`config.mk`:
```
export PLATFORM = sky130hd
export DESIGN_NAME = lnk_bringup
export DESIGN_NICKNAME = d
export VERILOG_FILES = /design/src/rtl/lnk_pkg.sv /design/src/rtl/lnk_timer.sv /design/src/rtl/lnk_poll_ctr.sv /design/src/rtl/lnk_fsm.sv /design/src/rtl/lnk_bringup.sv
export SDC_FILE = /design/constraint.sdc
export NUM_CORES = 1
export LEC_CHECK = 0
export ABC_AREA = 1
export BUFFER_PORTS_ARGS = -buffer_cell sky130_fd_sc_hd__buf_4
export CAP_MARGIN = 5
export CORE_ASPECT_RATIO = 1.2
export CORE_MARGIN = 5
export CORE_UTILIZATION = 40
export DETAILED_ROUTE_END_ITERATION = 7
export PLACE_DENSITY = 0.7
export SETUP_SLACK_MARGIN = 0.2
export SLEW_MARGIN = 20
export SYNTH_ARGS = -nofsm -noshare
export SYNTH_HDL_FRONTEND = slang
export SYNTH_SLANG_ARGS = --single-unit
export TNS_END_PERCENT = 50
```
`constraint.sdc`:
```
create_clock -name clk -period 2 [get_ports clk]
set_input_delay 0.4 -clock clk [delete_from_list [all_inputs] [get_ports clk]]
set_output_delay 0.4 -clock clk [all_outputs]
set_load 0.02 [all_outputs]
```
`src/rtl/lnk_pkg.sv`:
```
package lnk_pkg;

  typedef enum logic [3:0] {
    ST_IDLE,
    ST_ENABLE,
    ST_WAIT1,
    ST_RAISE,
    ST_POLL,
    ST_WAIT2,
    ST_OVSET,
    ST_OVHOLD
  } lnk_state_e;

  localparam int LINK_UP_BIT  = 4;
  localparam int SPD_BUSY_BIT = 17;
  localparam int GEN_LSB      = 16;
  localparam int OVRD_W       = 16;
  localparam logic [OVRD_W-1:0] OVRD_MASK = 16'h0028;
  localparam logic [3:0] CAP_GEN1 = 4'd1;
  localparam logic [3:0] CAP_GEN2 = 4'd2;

  function automatic int max3(input int a, input int b, input int c);
    int m;
    m = (a > b) ? a : b;
    return (m > c) ? m : c;
  endfunction

endpackage

```
`src/rtl/lnk_timer.sv`:
```
module lnk_timer #(
  parameter int TW = 8
) (
  input  logic          clk,
  input  logic          rst,
  input  logic          load_i,
  input  logic [TW-1:0] val_i,
  input  logic          dec_i,
  output logic          zero_o
);
  logic [TW-1:0] cnt;

  always_ff @(posedge clk) begin
    if (rst)
      cnt <= '0;
    else if (load_i)
      cnt <= val_i;
    else if (dec_i && cnt != '0)
      cnt <= cnt - 1'b1;
  end

  assign zero_o = (cnt == '0);
endmodule

```
`src/rtl/lnk_poll_ctr.sv`:
```
module lnk_poll_ctr #(
  parameter int LIMIT = 200
) (
  input  logic clk,
  input  logic rst,
  input  logic clr_i,
  input  logic inc_i,
  output logic last_o
);
  localparam int PW = (LIMIT > 1) ? $clog2(LIMIT) : 1;
  localparam logic [PW-1:0] LAST_V = PW'(LIMIT - 1);

  logic [PW-1:0] cnt;

  always_ff @(posedge clk) begin
    if (rst || clr_i)
      cnt <= '0;
    else if (inc_i && cnt != LAST_V)
      cnt <= cnt + 1'b1;
  end

  assign last_o = (cnt == LAST_V);
endmodule

```
`src/rtl/lnk_fsm.sv`:
```
module lnk_fsm
  import lnk_pkg::*;
#(
  parameter int TW        = 8,
  parameter int LINK_TMO  = 100,
  parameter int POLL_GAP  = 8,
  parameter int OVRD_HOLD = 100
) (
  input  logic          clk,
  input  logic          rst,
  input  logic          start_i,
  input  logic [3:0]    max_gen_i,
  input  logic          link_up_i,
  input  logic          spd_busy_i,
  input  logic [3:0]    gen_fld_i,
  input  logic          t_zero_i,
  input  logic          p_last_i,
  output logic          t_load_o,
  output logic [TW-1:0] t_val_o,
  output logic          t_dec_o,
  output logic          p_clr_o,
  output logic          p_inc_o,
  output logic [3:0]    cap_o,
  output logic          train_o,
  output logic          req_o,
  output logic          ovrd_o,
  output logic          done_o,
  output logic          fail_o,
  output logic [3:0]    gen_o
);
  localparam logic [TW-1:0] TMO_V  = TW'(LINK_TMO - 1);
  localparam logic [TW-1:0] GAP_V  = TW'(POLL_GAP - 1);
  localparam logic [TW-1:0] HOLD_V = TW'(OVRD_HOLD - 1);

  lnk_state_e st, nxt;

  always_comb begin
    nxt      = st;
    t_load_o = 1'b0;
    t_val_o  = '0;
    t_dec_o  = 1'b0;
    p_clr_o  = 1'b0;
    p_inc_o  = 1'b0;
    case (st)
      ST_IDLE: if (start_i) nxt = ST_ENABLE;
      ST_ENABLE: begin
        nxt      = ST_WAIT1;
        t_load_o = 1'b1;
        t_val_o  = TMO_V;
      end
      ST_WAIT1: begin
        if (link_up_i)     nxt = ST_RAISE;
        else if (t_zero_i) nxt = ST_OVSET;
        else               t_dec_o = 1'b1;
      end
      ST_RAISE: begin
        nxt      = ST_POLL;
        t_load_o = 1'b1;
        t_val_o  = GAP_V;
        p_clr_o  = 1'b1;
      end
      ST_POLL: begin
        if (!t_zero_i) begin
          t_dec_o = 1'b1;
        end else if (!spd_busy_i) begin
          nxt      = ST_WAIT2;
          t_load_o = 1'b1;
          t_val_o  = TMO_V;
        end else if (p_last_i) begin
          nxt = ST_OVSET;
        end else begin
          p_inc_o  = 1'b1;
          t_load_o = 1'b1;
          t_val_o  = GAP_V;
        end
      end
      ST_WAIT2: begin
        if (link_up_i)     nxt = ST_IDLE;
        else if (t_zero_i) nxt = ST_OVSET;
        else               t_dec_o = 1'b1;
      end
      ST_OVSET: begin
        nxt      = ST_OVHOLD;
        t_load_o = 1'b1;
        t_val_o  = HOLD_V;
      end
      ST_OVHOLD: begin
        if (t_zero_i) nxt = ST_IDLE;
        else          t_dec_o = 1'b1;
      end
      default: nxt = ST_IDLE;
    endcase
  end

  always_ff @(posedge clk) begin
    if (rst) begin
      st      <= ST_IDLE;
      cap_o   <= CAP_GEN1;
      train_o <= 1'b0;
      req_o   <= 1'b0;
      ovrd_o  <= 1'b0;
      done_o  <= 1'b0;
      fail_o  <= 1'b0;
      gen_o   <= '0;
    end else begin
      st    <= nxt;
      req_o <= 1'b0;
      case (st)
        ST_IDLE: if (start_i) begin
          done_o  <= 1'b0;
          fail_o  <= 1'b0;
          gen_o   <= '0;
          cap_o   <= CAP_GEN1;
          train_o <= 1'b0;
        end
        ST_ENABLE: train_o <= 1'b1;
        ST_WAIT1: if (link_up_i)
          cap_o <= (max_gen_i == 4'd2) ? CAP_GEN2 : CAP_GEN1;
        ST_RAISE: req_o <= 1'b1;
        ST_WAIT2: if (link_up_i) begin
          done_o <= 1'b1;
          gen_o  <= gen_fld_i;
        end
        ST_OVSET: ovrd_o <= 1'b1;
        ST_OVHOLD: if (t_zero_i) begin
          ovrd_o <= 1'b0;
          fail_o <= 1'b1;
        end
        default: ;
      endcase
    end
  end
endmodule

```
`src/rtl/lnk_bringup.sv`:
```
module lnk_bringup
  import lnk_pkg::*;
#(
  parameter int LINK_TMO   = 50000,
  parameter int POLL_GAP   = 20000,
  parameter int POLL_LIMIT = 200,
  parameter int OVRD_HOLD  = 500000
) (
  input  logic              clk,
  input  logic              rst,
  input  logic              start_i,
  input  logic [3:0]        max_gen_i,
  input  logic [31:0]       phy_dbg_i,
  input  logic [31:0]       wsc_i,
  input  logic [31:0]       lcsr_i,
  output logic [3:0]        speed_cap_o,
  output logic              train_en_o,
  output logic              spd_chg_req_o,
  output logic [OVRD_W-1:0] rx_ovrd_o,
  output logic              done_o,
  output logic              fail_o,
  output logic [3:0]        gen_o
);
  localparam int MAXV = max3(LINK_TMO, POLL_GAP, OVRD_HOLD);
  localparam int TW   = $clog2(MAXV + 1);

  logic          t_load, t_dec, t_zero, p_clr, p_inc, p_last, ovrd;
  logic [TW-1:0] t_val;
  logic          unused_bits;

  assign unused_bits = ^{phy_dbg_i, wsc_i, lcsr_i};

  lnk_timer #(.TW(TW)) u_tmr (
    .clk(clk), .rst(rst), .load_i(t_load), .val_i(t_val),
    .dec_i(t_dec), .zero_o(t_zero)
  );

  lnk_poll_ctr #(.LIMIT(POLL_LIMIT)) u_poll (
    .clk(clk), .rst(rst), .clr_i(p_clr), .inc_i(p_inc), .last_o(p_last)
  );

  lnk_fsm #(
    .TW(TW), .LINK_TMO(LINK_TMO), .POLL_GAP(POLL_GAP), .OVRD_HOLD(OVRD_HOLD)
  ) u_fsm (
    .clk(clk), .rst(rst), .start_i(start_i), .max_gen_i(max_gen_i),
    .link_up_i(phy_dbg_i[LINK_UP_BIT]), .spd_busy_i(wsc_i[SPD_BUSY_BIT]),
    .gen_fld_i(lcsr_i[GEN_LSB +: 4]), .t_zero_i(t_zero), .p_last_i(p_last),
    .t_load_o(t_load), .t_val_o(t_val), .t_dec_o(t_dec),
    .p_clr_o(p_clr), .p_inc_o(p_inc), .cap_o(speed_cap_o),
    .train_o(train_en_o), .req_o(spd_chg_req_o), .ovrd_o(ovrd),
    .done_o(done_o), .fail_o(fail_o), .gen_o(gen_o)
  );

  assign rx_ovrd_o = ovrd ? OVRD_MASK : '0;
endmodule

```
Word level (Yosys, flattened, before mapping)
Index checks and enable logic that the tools add are counted.
W data, S select, Z words.
{"block": "op_classes", "addsub": 2, "n_eq_ne": 16, "muxes": 41, "n_reduce_logical": 21}
{"op": "$mux W19", "count": 4}
{"op": "$pmux W19 S4", "count": 1}
{"op": "$mux W4", "count": 11}
{"op": "$pmux W4 S8", "count": 1}
{"op": "$logic_not A19 Y1", "count": 1}
{"op": "$reduce_bool A19 Y1", "count": 1}
{"op": "$sub A19 B1 Y19 const B", "count": 1}
{"op": "$eq A4 B3 Y1 const B", "count": 4}
{"op": "$pmux W4 S2", "count": 2}
{"op": "$mux W15", "count": 1}
{"op": "$mux W1", "count": 13}
{"op": "$eq A4 B2 Y1 const B", "count": 3}
{"op": "$pmux W1 S2", "count": 6}
{"op": "$reduce_bool A2 Y1", "count": 6}
{"op": "$reduce_and A3 Y1", "count": 3}
{"op": "$add A8 B1 Y8 const B", "count": 1}
{"op": "$eq A8 B8 Y1 const B", "count": 1}
{"op": "$ne A8 B8 Y1 const B", "count": 1}
{"op": "$mux W6", "count": 1}
{"op": "$ne A2 B2 Y1 const B", "count": 3}
{"op": "$eq A4 B1 Y1 const B", "count": 1}
{"op": "$logic_not A4 Y1", "count": 1}
{"op": "$ne A2 B1 Y1 const B", "count": 2}
{"op": "$reduce_and A2 Y1", "count": 2}
{"op": "other kinds (7)", "count": 9}
{"block": "totals", "reg_bits": 44, "inputBits": 103, "output_inout_bits": 28, "word_cells": 90}

Logic depth before layout (Yosys ltp)
{"block": "depth", "word_depth": 7, "depth_mapped": 11, "depth_no_buf": 11}

By module
Synthesis repeated with hierarchy kept, for this count alone.
{"block": "unflattened", "cells_unflattened": 480, "area_unflattened_um2": 2960.3}
{"mod": "lnk_timer", "instances": 1, "cells_per_inst": 243, "area_each_um2": 1417.6}
{"mod": "lnk_fsm", "instances": 1, "cells_per_inst": 142, "area_each_um2": 934.6}
{"mod": "lnk_poll_ctr", "instances": 1, "cells_per_inst": 78, "area_each_um2": 484.2}
{"mod": "lnk_bringup", "instances": 1, "cells_per_inst": 17, "area_each_um2": 123.9}

Worst setup path before layout
No wires, ideal clock.
{"block": "synth_path", "path_type": "flip-flop to flip-flop", "from": "register u_tmr.cnt[0]", "to": "register u_tmr.cnt[13]", "setup_ns": 0.112, "arrival_ns": 1.631, "required_ns": 1.888, "path_slack_ns": 0.258, "path_stages_with_launch": 12, "path_buffers": 0, "period_less_slack_ns": 1.742, "cell_sequence": "dfxtp_1 -> inv_1 -> ha_1 -> nand2_2 -> nor2_8 -> nand2_1 -> nor2_4 -> nand2_4 -> nand3_2 -> nand2_1 -> nor2_1 -> nor2_1"}
{"block": "synth_between", "elab_chain_cells": 6}
{"item": "start, declared", "line": "lnk_timer.sv:11", "source": "logic [TW-1:0] cnt;"}
{"item": "start signal, assigned", "line": "lnk_timer.sv:17", "source": "cnt <= val_i;"}
{"item": "start signal, assigned", "line": "lnk_timer.sv:19", "source": "cnt <= cnt - 1'b1;"}
{"item": "branches (longest 6 deep; another with $sub A19 B1 Y19)"}
Parallel ways; which one is timed is not known. The select of a mux whose other input is x is not followed.
A chain may end at the register's enable or synchronous reset.

Worst setup path in the final report
{"block": "layout_path", "from": "register u_tmr.cnt[7]", "to": "register u_tmr.cnt[8]"}
Same word-level chain as after synthesis.

==> impl_metrics.yaml <==
synthesis:
  postSynthAreaPerCell_um2: 6.19
  synthAdderAreaFrac: 0.00898
  yosysSeqAreaShare: 0.302
  yosysWarningCount: 0
  syn-instance-count: 450
  synth.cell_area_um2: 2790
  synth-xor-area-share: 0.0377
  synth_top_family_by_area: "simple AND/OR/NAND/NOR gates"
  synth-compound-area-share: 0.0597
  synth_mux_area_frac: 0
  yosys.area_share.simple: 0.455
  synth_seq_cells: 42
  ys_types: 28
worst_setup_path:
  r2r_start: "u_tmr.cnt[7]"
  r2r_cells: 10
  cp_top_family: "simple AND/OR/NAND/NOR gates"
  cp_cell_sequence: "nor2_1 > nand2_2 > nor2_8 > nand3_4 > buf_8 > o21ai_4 > clkbuf_16 > nand3_1 > nand2_1 > nor2_1"
  slowest_delay_ns: 0.37
  worst_ep_required_time_ns: 2.20
  cpMaxStageDelayCell: "dfxtp_1"
  path_buf_inv: 2
  worstSetupPathType: "reg -> reg"
  worst-path-max-fanout: 8
  arrival_ns: 1.94
  crit_path_start_kind: "flip-flop"
  crit_path_end_kind: "flip-flop"
  reg2reg_to: "u_tmr.cnt[8]"
  rrSetupSlack_ns: 0.26
  crit_top_cell: "nor2_1"
detailed_routing:
  drcViolationCount: 0
  detail-route-antenna-nets: 0
  routedWlPerCell_um: 12.0
  vias: 2840
  drt_wl_total_um: 6960
  avgViaCountPerCell: 4.88
  first_pass_iters: 4
  drtIter0Drc: 165
sta:
  finalSetupTns_ns: 0
  finalHoldViolations: 0
  period_share: 0.871
  finalWorstSetupSlack_ns: 0.257
  rsz0062_at_grt: "false"
  finalSetupViolations: 0
  clock_skew_ns: 0.00821
  period_needed_ns: 1.74
  drv_slew: 0
  max_freq_mhz: 574
die:
  core_area_um2: 6810
  initial_utilization: 0.409
  die_x_um: 86.2
  die_h_um: 101
  io_pins: 131
  design.die.area_um2: 8740
  num_rows: 33
cts:
  clk_pin_slew_ns: 0.09
  root_buffer: "clkbuf_8"
  cts_buffers: 5
  cts_tree: "done"
  cts_sinks: 42
  clk_latency_ns: 0.30
  clk_path_buf_depth: 2
  cts_max_level: 2
run:
  maxCapViolCount: 0
min_path:
  hold_start: "lcsr_i[18]"
  hold_depth: 3
  hold_path_end: "u_fsm.gen_o[2]"
  hp-class: "in -> reg"
grt:
  grt_pass1_vias: 2564
  grt_pass1_wl_um: 11100
  overflow: 0
  grt_start_max_net_pins: 22
  antenna_found_initial: 0
  gr-usage-all-layers: 0.153
finish:
  diodes: 0
  ff_latch_area_um2: 845
  fillers: 672
  final_cells: 582
  post-route-util: 0.500
  multi_input_area_um2: 1710
  drive_gt1_frac: 0.184
  nets: 599
  area_growth_pct: 22.3
  layout_commonest_cell: "nand2_1"
  final_cell_mix: "nand2_1 (112), nor2_1 (76), nand3_1 (51)"
power_and_ir_drop:
  power_w: 0.00251
  p_leak_nw: 1.72
  p_per_area_nw_per_um2: 736
  ir_drop_mv: 0.343
status:
  status: "finished clean"
placed_design:
  dpl.cell_count: 566
  portBuffers: 24
  post-place-ws_ns: -0.0576
  dp_hpwl_um: 4970
  globalplace.congestion: 0.886
==> per-layer routing <==
metal / GRT usage / up-vias / part of all wire
li1: - / 1465 / -
met1: 0.181 / 1256 / 0.41
met2: 0.279 / 98 / 0.51
met3: 0.0285 / 21 / 0.055
met4: 0.0492 / 0 / 0.031
met5: 0 / - / 0
==> registers in the layout, summed over array words and instances (netlist names) <==
name / count
u_fsm.gen_o: 4
u_fsm.cap_o: 2
u_fsm.ovrd_o: 1
u_fsm.st: 4
u_fsm.fail_o: 1
u_tmr.cnt: 19
u_fsm.req_o: 1
u_fsm.done_o: 1
u_poll.cnt: 8
u_fsm.train_o: 1
==> Yosys cell counts <==
master    count  share of area
a21oi_1      27          0.049
and3_1        1         0.0022
buf_1         1         0.0013
buf_2         1         0.0018
buf_4        18          0.049
buf_6         3          0.012
clkbuf_1      2         0.0027
conb_1        1         0.0013
dfxtp_1      42           0.30
ha_1          2         0.0090
inv_1        48          0.065
inv_2         3         0.0040
nand2_1     118           0.16
nand2_2       3         0.0067
nand2_4       1         0.0040
nand3_1      51          0.092
nand3_2       1         0.0036
nand3_4       1         0.0063
nand4_1      10          0.022
nor2_1       83           0.11
nor2_2        5          0.011
nor2_4        4          0.016
nor2_8        1         0.0072
nor3_1        7          0.013
o21ai_0       3         0.0054
o21ai_4       1         0.0058
xnor2_1       5          0.016
xor2_1        7          0.022
==> repair_timing <==
action,CTS,global route
pin swaps,0,7
hold buffers,0,0
gates cloned,0,4
gates resized for setup,1,27
setup buffers,0,4
endpoints found under the setup margin,19,29
==> metrics by stage <==
stage | hold WS, ns | area, µm²
2_1_floorplan | 0.453 | 2850
3_3_place_gp | 0.455 | 3070
3_5_place_dp | 0.457 | 3070
4_1_cts | 0.348 | 3210
5_1_grt | 0.358 | 3410
6_report | 0.358 | 3410
==> cell type report <==
type | instances | area share
multi-input cells | 349 | 0.503
flip-flops and latches | 42 | 0.248
repair buffers | 45 | 0.120
inverters | 51 | 0.0569
well taps | 87 | 0.0320
clock buffers | 5 | 0.0202
clock inverters | 3 | 0.0202
==> logic make-up (layout without fill, tap and decap cells) <==
logic type | Yosys count | after routing
simple gates | 286 | 287
flops | 42 | 42
compound gates | 31 | 31
xor+xnor | 12 | 12
buf+inv | 76 | 104
other cells | 1 | 17
fa+ha+maj | 2 | 2
==> worst max path at each step <==
stage	to	slack (ns)	cells after the start	startpoint
finish	u_tmr.cnt[8]	0.26	10	u_tmr.cnt[7]
global route	u_tmr.cnt[10]	0.17	10	u_tmr.cnt[7]
CTS	u_tmr.cnt[2]	0.20	9	u_tmr.cnt[8]
detailed placement	u_tmr.cnt[18]	-0.06	10	u_poll.cnt[0]
global placement	u_tmr.cnt[6]	-0.06	10	u_poll.cnt[1]
floorplan	u_tmr.cnt[13]	0.26	11	u_tmr.cnt[0]
==> worst register-to-register path: cells and delay by family (launching register included) <==
kind | cells | cell delay [ns]
AOI/OAI and AO/OA | 1 | 0.14
buffers and inverters | 2 | 0.39
DFF | 1 | 0.37
and+or+nand+nor | 7 | 0.75
==> power breakdown <==
group	internal, W	switching, W	leakage, nW
Sequential	0.000866	0.0000340	0.342
Clock	0.000500	0.000310	0.0683
Combinational	0.000313	0.000483	1.31
Total	0.00168	0.000828	1.72
Power figures use the tool's default switching activity.
